### config.mk
export PLATFORM = sky130hd
export DESIGN_NAME = clkctl_unit
export DESIGN_NICKNAME = d
export VERILOG_FILES = /design/src/rtl/clkctl_pkg.sv /design/src/rtl/clkctl_regs.sv /design/src/rtl/clkctl_rate_gen.sv /design/src/rtl/clkctl_mult_hold.sv /design/src/rtl/clkctl_unit.sv
export SDC_FILE = /design/constraint.sdc
export NUM_CORES = 1
export LEC_CHECK = 0
export BUFFER_PORTS_ARGS = -buffer_cell sky130_fd_sc_hd__buf_4
export CORE_MARGIN = 5
export CORE_UTILIZATION = 40
export DETAILED_ROUTE_END_ITERATION = 12
export SLEW_MARGIN = 20
export SYNTH_ARGS = -nofsm -noshare
export SYNTH_HDL_FRONTEND = slang
export SYNTH_SLANG_ARGS = --single-unit
export TNS_END_PERCENT = 30
### constraint.sdc
create_clock -name clk -period 4.5 [get_ports clk]
set_clock_uncertainty 0.2 [all_clocks]
set_input_delay 0.675 -clock clk [delete_from_list [all_inputs] [get_ports clk]]
set_output_delay 0.675 -clock clk [all_outputs]
set_load 0.01 [all_outputs]
### src/rtl/clkctl_pkg.sv
package clkctl_pkg;
   localparam int unsigned CC_DATA_W   = 8;
   localparam int unsigned CC_SEL_W    = 3;
   localparam int unsigned CC_MULT_W   = 2;
   localparam int unsigned CC_MAXLOG2  = 5;
   localparam logic        CC_ADR_SEL  = 1'b0;
   localparam logic        CC_ADR_PWR  = 1'b1;

   typedef enum logic [1:0] {
      APPLY_NONE  = 2'd0,
      APPLY_WRITE = 2'd1,
      APPLY_EXIT  = 2'd2,
      APPLY_CLEAR = 2'd3
   } apply_src_e;
endpackage

### src/rtl/clkctl_regs.sv
module clkctl_regs
   import clkctl_pkg::*;
#(
   parameter int unsigned DATA_W  = CC_DATA_W,
   parameter int unsigned SEL_W   = CC_SEL_W,
   parameter int unsigned MULT_W  = CC_MULT_W,
   parameter int unsigned MAXLOG2 = CC_MAXLOG2
) (
   input  logic              clk,
   input  logic              rst_n,
   input  logic              hw_stby,
   input  logic              addr,
   input  logic              wr_en,
   input  logic [DATA_W-1:0] wr_data,
   output logic [DATA_W-1:0] rd_data,
   output logic [SEL_W-1:0]  sel_code,
   output logic              upd_now,
   output logic [MULT_W-1:0] mult_req,
   output logic              mult_wr,
   output logic [MULT_W-1:0] mult_wdata
);
   localparam int unsigned MODE_BIT = SEL_W;
   localparam int unsigned GAP_BIT  = MULT_W;
   localparam logic [DATA_W-1:0] PWR_KEEP = ~(DATA_W'(1) << GAP_BIT);

   logic [DATA_W-1:0] pwr_q;
   logic [SEL_W-1:0]  sel_q;
   logic              mode_q;
   logic              wr_sel, wr_pwr, sel_legal;

   if (MODE_BIT >= DATA_W) begin : g_chk_mode
      $error("clkctl_regs: mode bit does not fit the data width");
   end
   if (GAP_BIT >= DATA_W) begin : g_chk_gap
      $error("clkctl_regs: factor field does not fit the data width");
   end
   if ((1 << SEL_W) <= MAXLOG2) begin : g_chk_sel
      $error("clkctl_regs: select field too narrow for the divider range");
   end

   assign wr_sel    = wr_en && (addr == CC_ADR_SEL);
   assign wr_pwr    = wr_en && (addr == CC_ADR_PWR);
   assign sel_legal = (wr_data[SEL_W-1:0] <= SEL_W'(MAXLOG2));

   always_ff @(posedge clk) begin
      if (!rst_n) begin
         sel_q  <= '0;
         mode_q <= 1'b0;
      end else if (wr_sel) begin
         mode_q <= wr_data[MODE_BIT];
         if (sel_legal) sel_q <= wr_data[SEL_W-1:0];
      end
   end

   always_ff @(posedge clk) begin
      if (!rst_n || hw_stby) pwr_q <= '0;
      else if (wr_pwr)       pwr_q <= wr_data & PWR_KEEP;
   end

   always_comb begin
      rd_data = '0;
      if (addr == CC_ADR_SEL) begin
         rd_data[SEL_W-1:0] = sel_q;
         rd_data[MODE_BIT]  = mode_q;
      end else begin
         rd_data = pwr_q;
      end
   end

   assign sel_code   = sel_q;
   assign upd_now    = mode_q;
   assign mult_req   = pwr_q[MULT_W-1:0];
   assign mult_wr    = wr_pwr && !hw_stby;
   assign mult_wdata = wr_data[MULT_W-1:0];

   AST_SEL_LEGAL: assert property (@(posedge clk) disable iff (!rst_n)
      sel_q <= SEL_W'(MAXLOG2));
   AST_GAP_ZERO: assert property (@(posedge clk) disable iff (!rst_n)
      pwr_q[GAP_BIT] == 1'b0);
   AST_STBY_CLEAR: assert property (@(posedge clk) disable iff (!rst_n)
      hw_stby |=> (pwr_q == '0));
   AST_SEL_KEEP_STBY: assert property (@(posedge clk) disable iff (!rst_n)
      (hw_stby && !wr_sel) |=> $stable(sel_q) && $stable(mode_q));
endmodule

### src/rtl/clkctl_rate_gen.sv
module clkctl_rate_gen #(
   parameter int unsigned SEL_W   = 3,
   parameter int unsigned MAXLOG2 = 5
) (
   input  logic             clk,
   input  logic             rst_n,
   input  logic [SEL_W-1:0] sel_code,
   output logic             clk_en
);
   localparam int unsigned CNT_W = (MAXLOG2 < 1) ? 1 : MAXLOG2;
   localparam int unsigned NCODE = 1 << SEL_W;

   logic [CNT_W-1:0] cnt_q;
   logic [SEL_W-1:0] cur_q;
   logic [NCODE-1:0] hit;

   for (genvar k = 0; k < NCODE; k++) begin : g_hit
      if (k == 0) begin : g_full
         assign hit[k] = 1'b1;
      end else if (k <= MAXLOG2) begin : g_div
         assign hit[k] = &cnt_q[k-1:0];
      end else begin : g_rsvd
         assign hit[k] = 1'b0;
      end
   end

   assign clk_en = hit[cur_q];

   always_ff @(posedge clk) begin
      if (!rst_n) begin
         cnt_q <= '0;
         cur_q <= '0;
      end else if (clk_en) begin
         cnt_q <= '0;
         cur_q <= sel_code;
      end else begin
         cnt_q <= cnt_q + 1'b1;
      end
   end

   AST_SWITCH_AT_END: assert property (@(posedge clk) disable iff (!rst_n)
      !clk_en |=> $stable(cur_q));
   AST_PULSE_SINGLE: assert property (@(posedge clk) disable iff (!rst_n)
      (clk_en && cur_q != '0 && sel_code != '0) |=> !clk_en);
   AST_FULL_RATE: assert property (@(posedge clk) disable iff (!rst_n)
      (cur_q == '0) |-> clk_en);
endmodule

### src/rtl/clkctl_mult_hold.sv
module clkctl_mult_hold
   import clkctl_pkg::*;
#(
   parameter int unsigned MULT_W = 2
) (
   input  logic              clk,
   input  logic              rst_n,
   input  logic              hw_stby,
   input  logic              lp_exit,
   input  logic              upd_now,
   input  logic              mult_wr,
   input  logic [MULT_W-1:0] mult_wdata,
   input  logic [MULT_W-1:0] mult_req,
   output logic [MULT_W-1:0] mult_act
);
   apply_src_e        src;
   logic [MULT_W-1:0] act_q;

   always_comb begin
      if (hw_stby)                  src = APPLY_CLEAR;
      else if (upd_now && mult_wr)  src = APPLY_WRITE;
      else if (lp_exit)             src = APPLY_EXIT;
      else                          src = APPLY_NONE;
   end

   always_ff @(posedge clk) begin
      if (!rst_n) begin
         act_q <= '0;
      end else begin
         unique case (src)
            APPLY_CLEAR: act_q <= '0;
            APPLY_WRITE: act_q <= mult_wdata;
            APPLY_EXIT:  act_q <= mult_req;
            default:     act_q <= act_q;
         endcase
      end
   end

   assign mult_act = act_q;

   AST_DEFER_HOLD: assert property (@(posedge clk) disable iff (!rst_n)
      (!upd_now && !lp_exit && !hw_stby) |=> $stable(act_q));
   AST_IMMEDIATE: assert property (@(posedge clk) disable iff (!rst_n)
      (upd_now && mult_wr && !hw_stby) |=> (act_q == $past(mult_wdata)));
   AST_EXIT_COPY: assert property (@(posedge clk) disable iff (!rst_n)
      (lp_exit && !mult_wr && !hw_stby) |=> (act_q == $past(mult_req)));
   AST_STBY_ZERO: assert property (@(posedge clk) disable iff (!rst_n)
      hw_stby |=> (act_q == '0));
endmodule

### src/rtl/clkctl_unit.sv
module clkctl_unit
   import clkctl_pkg::*;
#(
   parameter int unsigned DATA_W  = CC_DATA_W,
   parameter int unsigned SEL_W   = CC_SEL_W,
   parameter int unsigned MULT_W  = CC_MULT_W,
   parameter int unsigned MAXLOG2 = CC_MAXLOG2
) (
   input  logic              clk,
   input  logic              rst_n,
   input  logic              hw_stby,
   input  logic              lp_exit,
   input  logic              addr,
   input  logic              wr_en,
   input  logic [DATA_W-1:0] wr_data,
   output logic [DATA_W-1:0] rd_data,
   output logic              bm_clk_en,
   output logic [MULT_W-1:0] pll_mult
);
   logic [SEL_W-1:0]  sel_code;
   logic              upd_now;
   logic [MULT_W-1:0] mult_req;
   logic              mult_wr;
   logic [MULT_W-1:0] mult_wdata;

   clkctl_regs #(
      .DATA_W(DATA_W), .SEL_W(SEL_W), .MULT_W(MULT_W), .MAXLOG2(MAXLOG2)
   ) u_regs (
      .clk(clk), .rst_n(rst_n), .hw_stby(hw_stby),
      .addr(addr), .wr_en(wr_en), .wr_data(wr_data), .rd_data(rd_data),
      .sel_code(sel_code), .upd_now(upd_now), .mult_req(mult_req),
      .mult_wr(mult_wr), .mult_wdata(mult_wdata)
   );

   clkctl_rate_gen #(
      .SEL_W(SEL_W), .MAXLOG2(MAXLOG2)
   ) u_rate (
      .clk(clk), .rst_n(rst_n), .sel_code(sel_code), .clk_en(bm_clk_en)
   );

   clkctl_mult_hold #(
      .MULT_W(MULT_W)
   ) u_mult (
      .clk(clk), .rst_n(rst_n), .hw_stby(hw_stby), .lp_exit(lp_exit),
      .upd_now(upd_now), .mult_wr(mult_wr), .mult_wdata(mult_wdata),
      .mult_req(mult_req), .mult_act(pll_mult)
   );
endmodule

==> summary.md <==
| Metric | Value |
|---|---|
| Iter 0 DRT Violations | `25` |
| Die H | `60.0 um` |
| Tightest Pin Transition | `323 ps` |
| Top-area cell type share of the netlist area | `42.0%` |
| Cell Area, Synth | `1000 sq um` |
| Via/cell ratio | `5.16` |
| Synth-to-Final Area Change | `23.1%` |
| I/O Pins | `25` |
| Min-delay worst type | `flip-flop to flip-flop` |
| Slew Limit Headroom | `78.5%` |
| Minimum clock period | `2810 ps` |
| H-tree Lvls | `1` |
| Hold Fails Final Rpt | `0` |
| WL/cell | `12.2 um` |
| Leakage | `0.554 nW` |
| Pre-antenna DRT Iters | `4` |
| Vias post-DR | `878` |
| Arr. time, crit path | `1930 ps` |
| GRT overflow | `0` |
| Setup bufs post-CTS | `0` |
| Diode count | `0` |
| Die Span X | `60.0 um` |
| Number of remaining DRC errors | `0` |
| Post-synth top area cell | `dfxtp_1` |
| MaxCap Viol Count | `0` |
| Pin count of the biggest net entering global routing | `18` |
| Slowest stage cell, crit path | `dfxtp_1` |
| CTS Buf Count | `3` |
| WL final | `2070 um` |
| Worst path required time | `3620 ps` |
| Worst stage delay on the critical path | `350 ps` |
| Initial Util | `41.2%` |
| Initial antenna violation count | `0` |
| Average size of a mapped cell | `8.70 sq um` |
| #FFs+latches synth | `21` |
| Layout Cells excl Fill | `170` |
| Clock slew at reported path FFs | `120 ps` |
| Peak VDD IR | `0.143 mV` |
| Fill cell count | `236` |
| First-pass GRT wire length | `3710 um` |
| Worst-path cell chain | `ha_1, and3_1, ha_1, nand2b_1, o211ai_1, and2_4, inv_1, buf_4` |
| Hold-fix buffers at CTS | `0` |
| Post-DP HPWL | `1650 um` |
| Total track usage | `13.7%` |
| Core ar. | `2430 sq um` |
| Core Rows | `18` |
| WHS | `258 ps` |
| Seq/Total Area, Yosys | `42.0%` |
| Syn. warnings | `0` |
| Crit. End Element | `primary output` |
| Layout net count | `161` |
| Peak Freq | `356 MHz` |
| Ratio of cells with drive above 1 in the final layout | `24.3%` |
| CP most frequent cell | `ha_1` |
| CTS resizes | `0` |
| Die area | `3600 sq um` |
| CTS Sinks | `21` |
| Setup CP Type | `flip-flop to primary output` |
| Inst Count DP | `166` |
| Fin crit share | `62.4%` |
| Cells after Synth | `115` |
| Netlist cell types | `30` |
| CP Launch Type | `flip-flop` |
| Power per Cell Area | `267 nW/um^2` |
| Maximum root-to-sink buffer count | `2` |
| Setup TNS Final | `0 ps` |
| Number of port buffers | `24` |
| ANT nets after route | `0` |
| GP Congestion | `0.849` |
| CP Max Fanout | `5` |
| Clock root cell | `clkbuf_4` |
| Final Max Tran Viols | `0` |
| Synth top area cells | `dfxtp_1 (42%), ha_1 (7.5%), nand2_1 (7.5%)` |
| Worst skew pair latency | `300 ps` |
| Fin worst setup slack | `1690 ps` |
| Setup violators final | `0` |
| Vias in the first global route | `859` |
| Unrepaired setup endpoints after global routing | `false` |
| Synth Net Count | `135` |
| CTS tree | `yes` |
| Pre-CTS worst setup slack | `2030 ps` |
| Status | `finished, final reports clean` |
## final timing paths
path | startpoint | end | slack [ps] | cells after the start
min | u_regs.pwr_q[6] | u_regs.pwr_q[6] | 260 | 2
min reg2reg | u_regs.pwr_q[6] | u_regs.pwr_q[6] | 260 | 2
max | u_rate.cnt_q[0] | bm_clk_en | 1690 | 8
max reg2reg | u_rate.cnt_q[0] | u_rate.cnt_q[1] | 2610 | 7
## logic make-up after synthesis
group | synth area share [%]
DFF | 42.0
AOI/OAI and AO/OA | 15.9
xor gates and xnor gates | 0.875
and+or+nand+nor | 24.9
buffers and inverters | 2.50
muxes | 6.37
adders and majority gates | 7.50
## final cells by class
cell class / count / area (sq um) / share of cell area (%)
clock inverter: 1 / 5.00 / 0.406
sequential: 21 / 420 / 34.1
timing repair buffer: 24 / 180 / 14.6
clock buffer: 3 / 22.5 / 1.83
tap: 30 / 37.5 / 3.05
inverter: 3 / 11.3 / 0.914
multi-input combinational: 88 / 556 / 45.1
## flip-flops by register name, indices dropped and copies added (netlist names)
register	flops
u_rate.cnt_q	5
u_mult.mult_act	2
u_regs.sel_code	3
u_regs.pwr_q	7
u_rate.cur_q	3
u_regs.upd_now	1
## cell usage in the layout (no fill, tap or decap)
master / n
nand2_1: 20
a211oi_1: 1
and2b_1: 1
dfxtp_1: 21
o211ai_1: 1
a211o_1: 1
a21oi_1: 13
a31oi_1: 1
a41oi_1: 1
nor3_1: 2
o221a_2: 2
xor2_1: 1
clkinv_2: 1
o21ai_1: 1
nor2_1: 5
clkbuf_4: 3
buf_4: 24
inv_1: 3
o21ai_0: 1
nand3_1: 3
a21o_1: 1
nor3b_1: 1
mux2i_1: 3
and2_4: 1
a22oi_1: 2
nor2b_1: 5
nand2b_1: 3
and3_1: 4
ha_1: 6
mux2_2: 3
and2_1: 5
## metrics by stage
step / instance area, sq um / utilization (%) / total power [mW]
5_1_grt: 1230 / 50.7 / 0.355
6_report: 1230 / 50.7 / 0.329
4_1_cts: 1230 / 50.7 / 0.335
3_5_place_dp: 1200 / 49.5 / 0.245
3_3_place_gp: 1200 / 49.5 / 0.244
2_1_floorplan: 1000 / - / 0.224
## routing by layer
metal	global-route usage [%]	wire length, um	vias to the layer above
met5	0	0	-
met4	7.59	43	0
met3	2.59	108	6
met2	19.8	887	25
met1	18.8	1030	391
li1	-	-	456
## critical path, delay by kind of cell, from the launching register on
kind | cells | cell delay, ps
buf+inv | 2 | 170
compound gates | 1 | 160
flops | 1 | 350
simple gates | 3 | 550
fa+ha+maj | 2 | 410
## Yosys cell counts
cell type  instances
nand2b_1           3
xor2_1             1
clkbuf_1           1
o211ai_1           1
a22oi_1            2
a21oi_1           13
mux2_2             3
o221a_2            2
a211o_1            1
a211oi_1           1
o21ai_0            1
and2b_1            1
nand3_1            3
inv_1              3
mux2i_1            3
nor3_1             2
nor2b_1            5
a31oi_1            1
buf_2              2
and2_4             1
o21ai_1            1
dfxtp_1           21
and3_1             4
nor2_1             5
nor3b_1            1
ha_1               6
nand2_1           20
a21o_1             1
and2_1             5
a41oi_1            1
## power breakdown
group	internal [mW]	switching [mW]	total, mW
Sequential	0.191	0.00390	0.195
Clock	0.0331	0.0557	0.0888
Combinational	0.0229	0.0228	0.0457
Total	0.247	0.0824	0.329
Note: power is estimated with default switching activity, not from simulation.
